File: src/rtl/cmp_cr_unit.sv
module cmp_cr_unit #(
  parameter int NFIELD   = 8,
  parameter int FP_FIELD = 1,
  parameter logic [31:0] XER_MASK = 32'hE000_007F
) (
  input  logic                       clk,
  input  logic                       rst_n,
  input  logic [31:0]                op_a,
  input  logic [31:0]                op_b,
  input  logic [1:0]                 cmp_mode,
  input  logic [$clog2(NFIELD)-1:0]  cmp_field,
  input  logic                       cmp_we,
  input  logic [4*NFIELD-1:0]        cr_wdata,
  input  logic                       cr_we,
  output logic [4*NFIELD-1:0]        cr_rdata,
  input  logic [3:0]                 fp_flags,
  input  logic                       fp_we,
  input  logic [31:0]                xer_wdata,
  input  logic                       xer_we,
  output logic [31:0]                xer_rdata
);
  localparam int CRW = 4 * NFIELD;
  localparam int IW  = $clog2(NFIELD);

  logic [CRW-1:0] cr_q, cr_d;
  logic [31:0]    xer_q;
  logic           so_q;

  assign so_q = xer_q[31];

  // integer compare
  logic int_eq, int_lt, int_gt;
  assign int_eq = (op_a == op_b);
  assign int_lt = cmp_mode[0] ? (op_a < op_b) : ($signed(op_a) < $signed(op_b));
  assign int_gt = !int_eq && !int_lt;

  // single-precision compare
  logic a_nan, b_nan, unord, both_zero, mag_lt, mag_gt, f_eq, f_lt, f_gt;
  assign a_nan     = (&op_a[30:23]) && (|op_a[22:0]);
  assign b_nan     = (&op_b[30:23]) && (|op_b[22:0]);
  assign unord     = a_nan || b_nan;
  assign both_zero = ~|op_a[30:0] && ~|op_b[30:0];
  assign mag_lt    = op_a[30:0] < op_b[30:0];
  assign mag_gt    = op_a[30:0] > op_b[30:0];
  assign f_eq      = both_zero || (op_a == op_b);
  assign f_lt      = !f_eq && ((op_a[31] != op_b[31]) ? op_a[31]
                                                      : (op_a[31] ? mag_gt : mag_lt));
  assign f_gt      = !f_eq && !f_lt;

  logic [3:0] res_nib;
  always_comb begin
    if (!cmp_mode[1])  res_nib = {int_lt, int_gt, int_eq, so_q};
    else if (unord)    res_nib = 4'b0001;
    else               res_nib = {f_lt, f_gt, f_eq, 1'b0};
  end

  // priority: compare > float status > full write
  always_comb begin
    cr_d = cr_q;
    if (cr_we) cr_d = cr_wdata;
    if (fp_we) cr_d[CRW-1-4*FP_FIELD -: 4] = fp_flags;
    if (cmp_we) cr_d[CRW-1-4*int'(cmp_field) -: 4] = res_nib;
  end

  always_ff @(posedge clk or negedge rst_n) begin
    if (!rst_n) begin
      cr_q  <= '0;
      xer_q <= '0;
    end else begin
      cr_q <= cr_d;
      if (xer_we) xer_q <= xer_wdata & XER_MASK;
    end
  end

  assign cr_rdata  = cr_q;
  assign xer_rdata = xer_q;

  function automatic logic [3:0] nib_at(input logic [CRW-1:0] r, input logic [IW-1:0] i);
    return 4'(r >> (CRW - 4 - 4*int'(i)));
  endfunction

  function automatic logic [CRW-1:0] field_mask(input logic [IW-1:0] i);
    return {4'hF, {(CRW-4){1'b0}}} >> (4*int'(i));
  endfunction

  assert_other_fields_kept_R2: assert property (@(posedge clk) disable iff (!rst_n)
    (cmp_we && !cr_we && !fp_we) |=>
      ((cr_rdata & ~field_mask($past(cmp_field))) == ($past(cr_rdata) & ~field_mask($past(cmp_field)))));

  assert_int_so_copy_R5: assert property (@(posedge clk) disable iff (!rst_n)
    (cmp_we && !cmp_mode[1]) |=> (nib_at(cr_rdata, $past(cmp_field)) & 4'b0001) == {3'b000, $past(xer_rdata[31])});

  assert_nan_unordered_R7: assert property (@(posedge clk) disable iff (!rst_n)
    (cmp_we && cmp_mode[1] && unord) |=> nib_at(cr_rdata, $past(cmp_field)) == 4'b0001);

  assert_one_relation_R8: assert property (@(posedge clk) disable iff (!rst_n)
    (cmp_we && !(cmp_mode[1] && unord)) |=> $countones(nib_at(cr_rdata, $past(cmp_field)) & 4'b1110) == 1);

  assert_full_write_R9: assert property (@(posedge clk) disable iff (!rst_n)
    (cr_we && !cmp_we && !fp_we) |=> cr_rdata == $past(cr_wdata));

  assert_fp_load_R10: assert property (@(posedge clk) disable iff (!rst_n)
    (fp_we && !(cmp_we && int'(cmp_field) == FP_FIELD)) |=> nib_at(cr_rdata, IW'(FP_FIELD)) == $past(fp_flags));

  assert_xer_masked_R11: assert property (@(posedge clk) disable iff (!rst_n)
    xer_we |=> xer_rdata == ($past(xer_wdata) & XER_MASK));

  assert_xer_hold_R11: assert property (@(posedge clk) disable iff (!rst_n)
    !xer_we |=> $stable(xer_rdata));
endmodule

File: config.mk
export PLATFORM = sky130hd
export DESIGN_NAME = cmp_cr_unit
export DESIGN_NICKNAME = d
export VERILOG_FILES = /design/src/rtl/cmp_cr_unit.sv
export SDC_FILE = /design/constraint.sdc
export NUM_CORES = 1
export LEC_CHECK = 0
export ABC_AREA = 1
export BUFFER_PORTS_ARGS = -buffer_cell sky130_fd_sc_hd__buf_2
export CAP_MARGIN = 10
export CORE_ASPECT_RATIO = 0.5
export CORE_MARGIN = 4
export CORE_UTILIZATION = 47
export DETAILED_ROUTE_END_ITERATION = 10
export PLACE_DENSITY = 0.94
export SYNTH_ARGS = -nofsm -noshare
export SYNTH_HDL_FRONTEND = slang
export SYNTH_SLANG_ARGS = --single-unit
File: constraint.sdc
create_clock -name clk -period 1.1 [get_ports clk]
set_input_delay 0.165 -clock clk [delete_from_list [all_inputs] [get_ports clk]]
set_output_delay 0.165 -clock clk [all_outputs]
set_load 0.05 [all_outputs]
# After elaboration in Yosys (flattened, before gate mapping)
# Cells that the tools add are included.
[totals]
reg_bits = 42
wordCells = 41
[classes]
n_addsub = 2
magnitude_cmp = 4
eq_ne = 2
n_shift = 2
muxes = 9
n_reduce_logical = 20
[ops]
columns = ["cell", "count"]
rows = [
  ["$lt A32 B32 Y1", 2],
  ["$mux W32", 2],
  ["$reduce_or A31 Y1", 2],
  ["$reduce_or A23 Y1", 2],
  ["$shift A4 B33 Y35 const A", 1],
  ["$shiftx A4 B33 Y35", 1],
  ["$neg A6 Y33", 1],
  ["$bwmux W32", 1],
  ["$eq A32 B32 Y1", 1],
  ["$gt A31 B31 Y1", 1],
  ["$lt A31 B31 Y1", 1],
  ["$reduce_and A8 Y1", 2],
  ["$mux W4", 3],
  ["$logic_and A1 B1 Y1", 6],
  ["$logic_not A1 Y1", 6],
  ["$sub A5 B5 Y6 const A", 1],
  ["$mux W1", 3],
  ["$logic_or A1 B1 Y1", 2],
  ["$ne A1 B1 Y1", 1],
]

# Depth between registers and ports, before layout
[depth]
word_depth = 13
mapped_depth = 19

# Least setup slack after synthesis
# OpenSTA, ideal clock, no wires.
[synth_path]
path_type = "input -> register"
startpoint = "input op_b[4]"
endpoint = "register cr_q[27] (netlist: cr_rdata[27])"
t_arrival_ps = 1506
required_time_ps = 987
path_slack_ps = -519
cell_stages = 13
path_buffers = 0
path_cell_list = "inv_1 > ha_1 > inv_1 > nor3_1 > nand2_1 > nor2_2 > nand3_2 > nand2_2 > nor2_4 > nand3_4 > nand3_1 > nand2_1 > inv_1"
[synth_between]
elab_chain_len = 13
word_cells_on_any_way = 27
cone_classes = "order compare (4); eq/ne (1); shift (1); mux (7); reduce/logical (14)"
[synth_rtl]
columns = ["element", "line_no", "text"]
rows = [
  ["from (decl)", "9", "input logic [31:0] op_b,"],
  ["branches (longest 9 deep; another with $lt A31 B31 Y1)", "n/a", ""],
  ["$mux W4 (*)", "52", "if (!cmp_mode[1]) res_nib = {int_lt, int_gt, int_eq, so_q};"],
  ["$shiftx A4 B33 Y35 (*)", "62", "if (cmp_we) cr_d[CRW-1-4*int'(cmp_field) -: 4] = res_nib;"],
  ["$bwmux W32 (*)", "62", ""],
  ["$mux W32 (*)", "62", ""],
  ["via cr_d[27]", "25", "logic [CRW-1:0] cr_q, cr_d;"],
  ["to (signal assigned)", "70", "cr_q <= cr_d;"],
  ["to (decl)", "25", ""],
]
# Mark *: on every way through the listed nets, which the timed path passes.
# A chain may end at the register's enable or synchronous reset.

# Worst setup path in the final report
[layout_path]
startpoint = "input op_b[10]"
endpoint = "register cr_q[7] (netlist: cr_rdata[7])"
# The elaborated chain is that of the path after synthesis.

==> flow_summary.ini <==
[yosys]
synth_edf_count = 0
yosysWarnings = 0
ys.flop_type = dfrtp_1
syn-cell-area_sq_um = 3950
synth.area.top_cells = dfrtp_1, nand2_1, ha_1
synthCells = 605
synth.avg_cell_area_sq_um = 6.54
synth-seq-cells = 42
post_synth_num_cell_types = 29
yosys-top-cells-count = nand2_1, inv_1, nor2_1, dfrtp_1, ha_1
ys_seq_area_share_pct = 26.6
async_reset_ff_share_pct = 100
synth_most_common_cell = nand2_1
yosysTopAreaCell = dfrtp_1
synthDominantCellAreaShare_pct = 26.6

[critical_path]
cp.required_ns = 1.32
path_class = primary input to register
arrival_ns = 1.84
worstSetupEndpointType = register
cpMaxStageDelayCell = ha_4
cpPeakStageDelay_ns = 0.27
r2r.worst_path.cells = 2
path_cells = buf_2 -> inv_2 -> ha_4 -> nand2_1 -> inv_2 -> nand4_1 -> inv_1 -> nand2_1 -> nand2_1 -> nand2_2 -> nand2_2 -> nand2_4 -> nand2_4 -> nand2_4 -> nand2_4 -> nand2_2 -> nand2_1
cp-start-kind = primary input
crit_fanout = 5

[cells_and_area]
area_growth_pct = 61.0
postLayoutCellArea_sq_um = 6370
drive_above_1_share_pct = 46.4
finalNetCount = 1003
antennaDiodeCount = 0

[clock_network]
clk-insertion-delay-late_ns = 0.28
cts_tree = yes
cts_sinks = 42
cts_max_path_buffers = 2
htreeDepth = 2
root_buffer = clkbuf_16
cts-buffers-inserted = 5
cts.reportedPaths.clkPinSlew_ns = 0.06

[sta]
fmax_ghz = 0.616
final.setup.worst_slack_ns = -0.524
fin_crit_sh_pct = 148
fin_skew_ns = 0.00233
setup_tns_ns = -12.56
layout_min_cycle_time_ns = 1.62
rsz0062_at_grt = yes
setup_viol = 32
hold_viol = 0
slew_violations = 0
hold_slack_ns = 0.118

[outcome]
outcome = complete, but fails checks
violations = negative setup slack

[worst_hold_path]
hp-class = primary input to register
min_delay_path_depth = 2

[pwr]
leakage_nw = 3.35
p_total_mw = 6.31
ir_worst_vdd_uv = 576
p_per_area_nw_per_um2 = 991

[drt]
routed.top_layer = met4
routed-wl-met3_um = 999
met2_length_um = 7120
wl_um = 14200
drt_iter0_drc = 249
drc = 0
detail_route.vias_per_cell = 5.18
ant_nets = 0
vias = 4876
dr.pass1.iters = 6
met1_length_um = 5480
wl_per_cell_um = 15.1

[global_routing]
globalRouteOverflowTotal = 0
grt_antenna_before_repair = 0
grt_pass1_wl_um = 20700
grt_usage_pct = 25.3
grt_pass1_vias = 4673
grt_start_max_net_pins = 43

[floorplanning]
start_util_pct = 48.9
die_y_um = 72.9
die_w_um = 138
ios = 207
rows = 23
dieArea_sq_um = 10000
core-area_sq_um = 8090

[run]
cap_violations = 0

[placement]
place_ws_ns = -0.793
place_congestion = 0.894
placed_cell_area_sq_um = 5690
numPortBuffers = 162
hpwl_um = 10100
cell type report:
class | instances | area [sq um]
repair buffers | 226 | 1530
well taps | 112 | 140
fillers | 547 | 1720
multi-input cells | 467 | 3100
inverters | 86 | 405
flip-flops and latches | 42 | 1050
clock inverters | 1 | 5.00
clock buffers | 7 | 143
path summary, 6_finish.rpt:
| check | from | slack [ns] | end |
|---|---|---|---|
| max | op_b[10] | -0.52 | cr_rdata[7]$_DFF_PN0_ |
| min | xer_wdata[31] | 0.12 | xer_rdata[31]$_DFFE_PN0P_ |
| min reg2reg | xer_rdata[30]$_DFFE_PN0P_ | 0.51 | xer_rdata[30]$_DFFE_PN0P_ |
| min in group asynchronous | rst_n | 0.38 | cr_rdata[17]$_DFF_PN0_ |
| max in group asynchronous | rst_n | 0.51 | cr_rdata[28]$_DFF_PN0_ |
| max reg2reg | xer_rdata[31]$_DFFE_PN0P_ | 0.06 | cr_rdata[0]$_DFF_PN0_ |
per-layer routing:
layer | vias up | track usage [%]
met5 | - | 0
met4 | 0 | 9.75
met3 | 64 | 3.31
met2 | 251 | 47.9
met1 | 2239 | 29.3
li1 | 2322 | -
sequential cells by signal, indices dropped and copies added (netlist names):
signal	count
xer_rdata	10
cr_rdata	32
cell usage in the layout, fill, tap and decap left out, types with 3 or more instances in the layout:
master / synthesis / layout
a21o_1: 3 / 3
a21oi_1: 28 / 23
a21oi_2: 1 / 6
buf_2: 0 / 123
buf_4: 22 / 65
buf_6: 0 / 25
clkbuf_16: 0 / 5
clkbuf_4: 0 / 8
conb_1: 1 / 22
dfrtp_1: 42 / 42
ha_4: 0 / 30
inv_1: 86 / 51
inv_12: 0 / 4
inv_2: 0 / 21
inv_4: 0 / 8
mux2_2: 10 / 10
nand2_1: 211 / 191
nand2_2: 13 / 20
nand2_4: 2 / 15
nand3_1: 25 / 19
nand3_2: 5 / 7
nand3_4: 1 / 5
nand4_1: 20 / 20
nor2_1: 56 / 50
nor2_2: 3 / 5
nor2_4: 2 / 6
o21ai_0: 12 / 3
o21ai_1: 9 / 9
o21ai_2: 1 / 9
o31ai_1: 3 / 3
where the power goes:
| group | switching [mW] | leakage, nW | total (mW) | internal (mW) |
|---|---|---|---|---|
| clock | 0.557 | 0.0739 | 1.46 | 0.899 |
| sequential | 0.0920 | 0.507 | 1.80 | 1.71 |
| combinational | 1.93 | 2.76 | 3.05 | 1.12 |
worst max-delay path: cells and delay by family:
kind	cells	cell delay, ns
buffers and inverters	4	0.36
AND/OR/NAND/NOR	12	1.05
adder cells (fa/ha/maj)	1	0.27
cells by family after synthesis:
kind of cell / count (synthesis) / share of synthesized area (%)
AO/OA/AOI/OAI: 59 / 8.16
adder cells (fa/ha/maj): 32 / 10.1
buffers and inverters: 117 / 13.9
flip-flops: 42 / 26.6
multiplexers: 10 / 2.85
other: 1 / 0.0948
AND/OR/NAND/NOR: 344 / 38.3
stage by stage:
step                instances  util [%]
global placement          925      70.3
detailed placement        925      70.3
CTS                       937      75.6
finish                    941      78.7
floorplan                 626         -
global route              941      78.7
timing repair:
action / CTS / global route
pin swaps: 29 / 43
endpoints found under the hold margin: 42 / 0
setup endpoints to repair: 34 / 41
setup buffers: 3 / 4
resized for setup: 64 / 66
hold buffers: 1 / 0
Note: power is estimated with default switching activity, not from simulation.
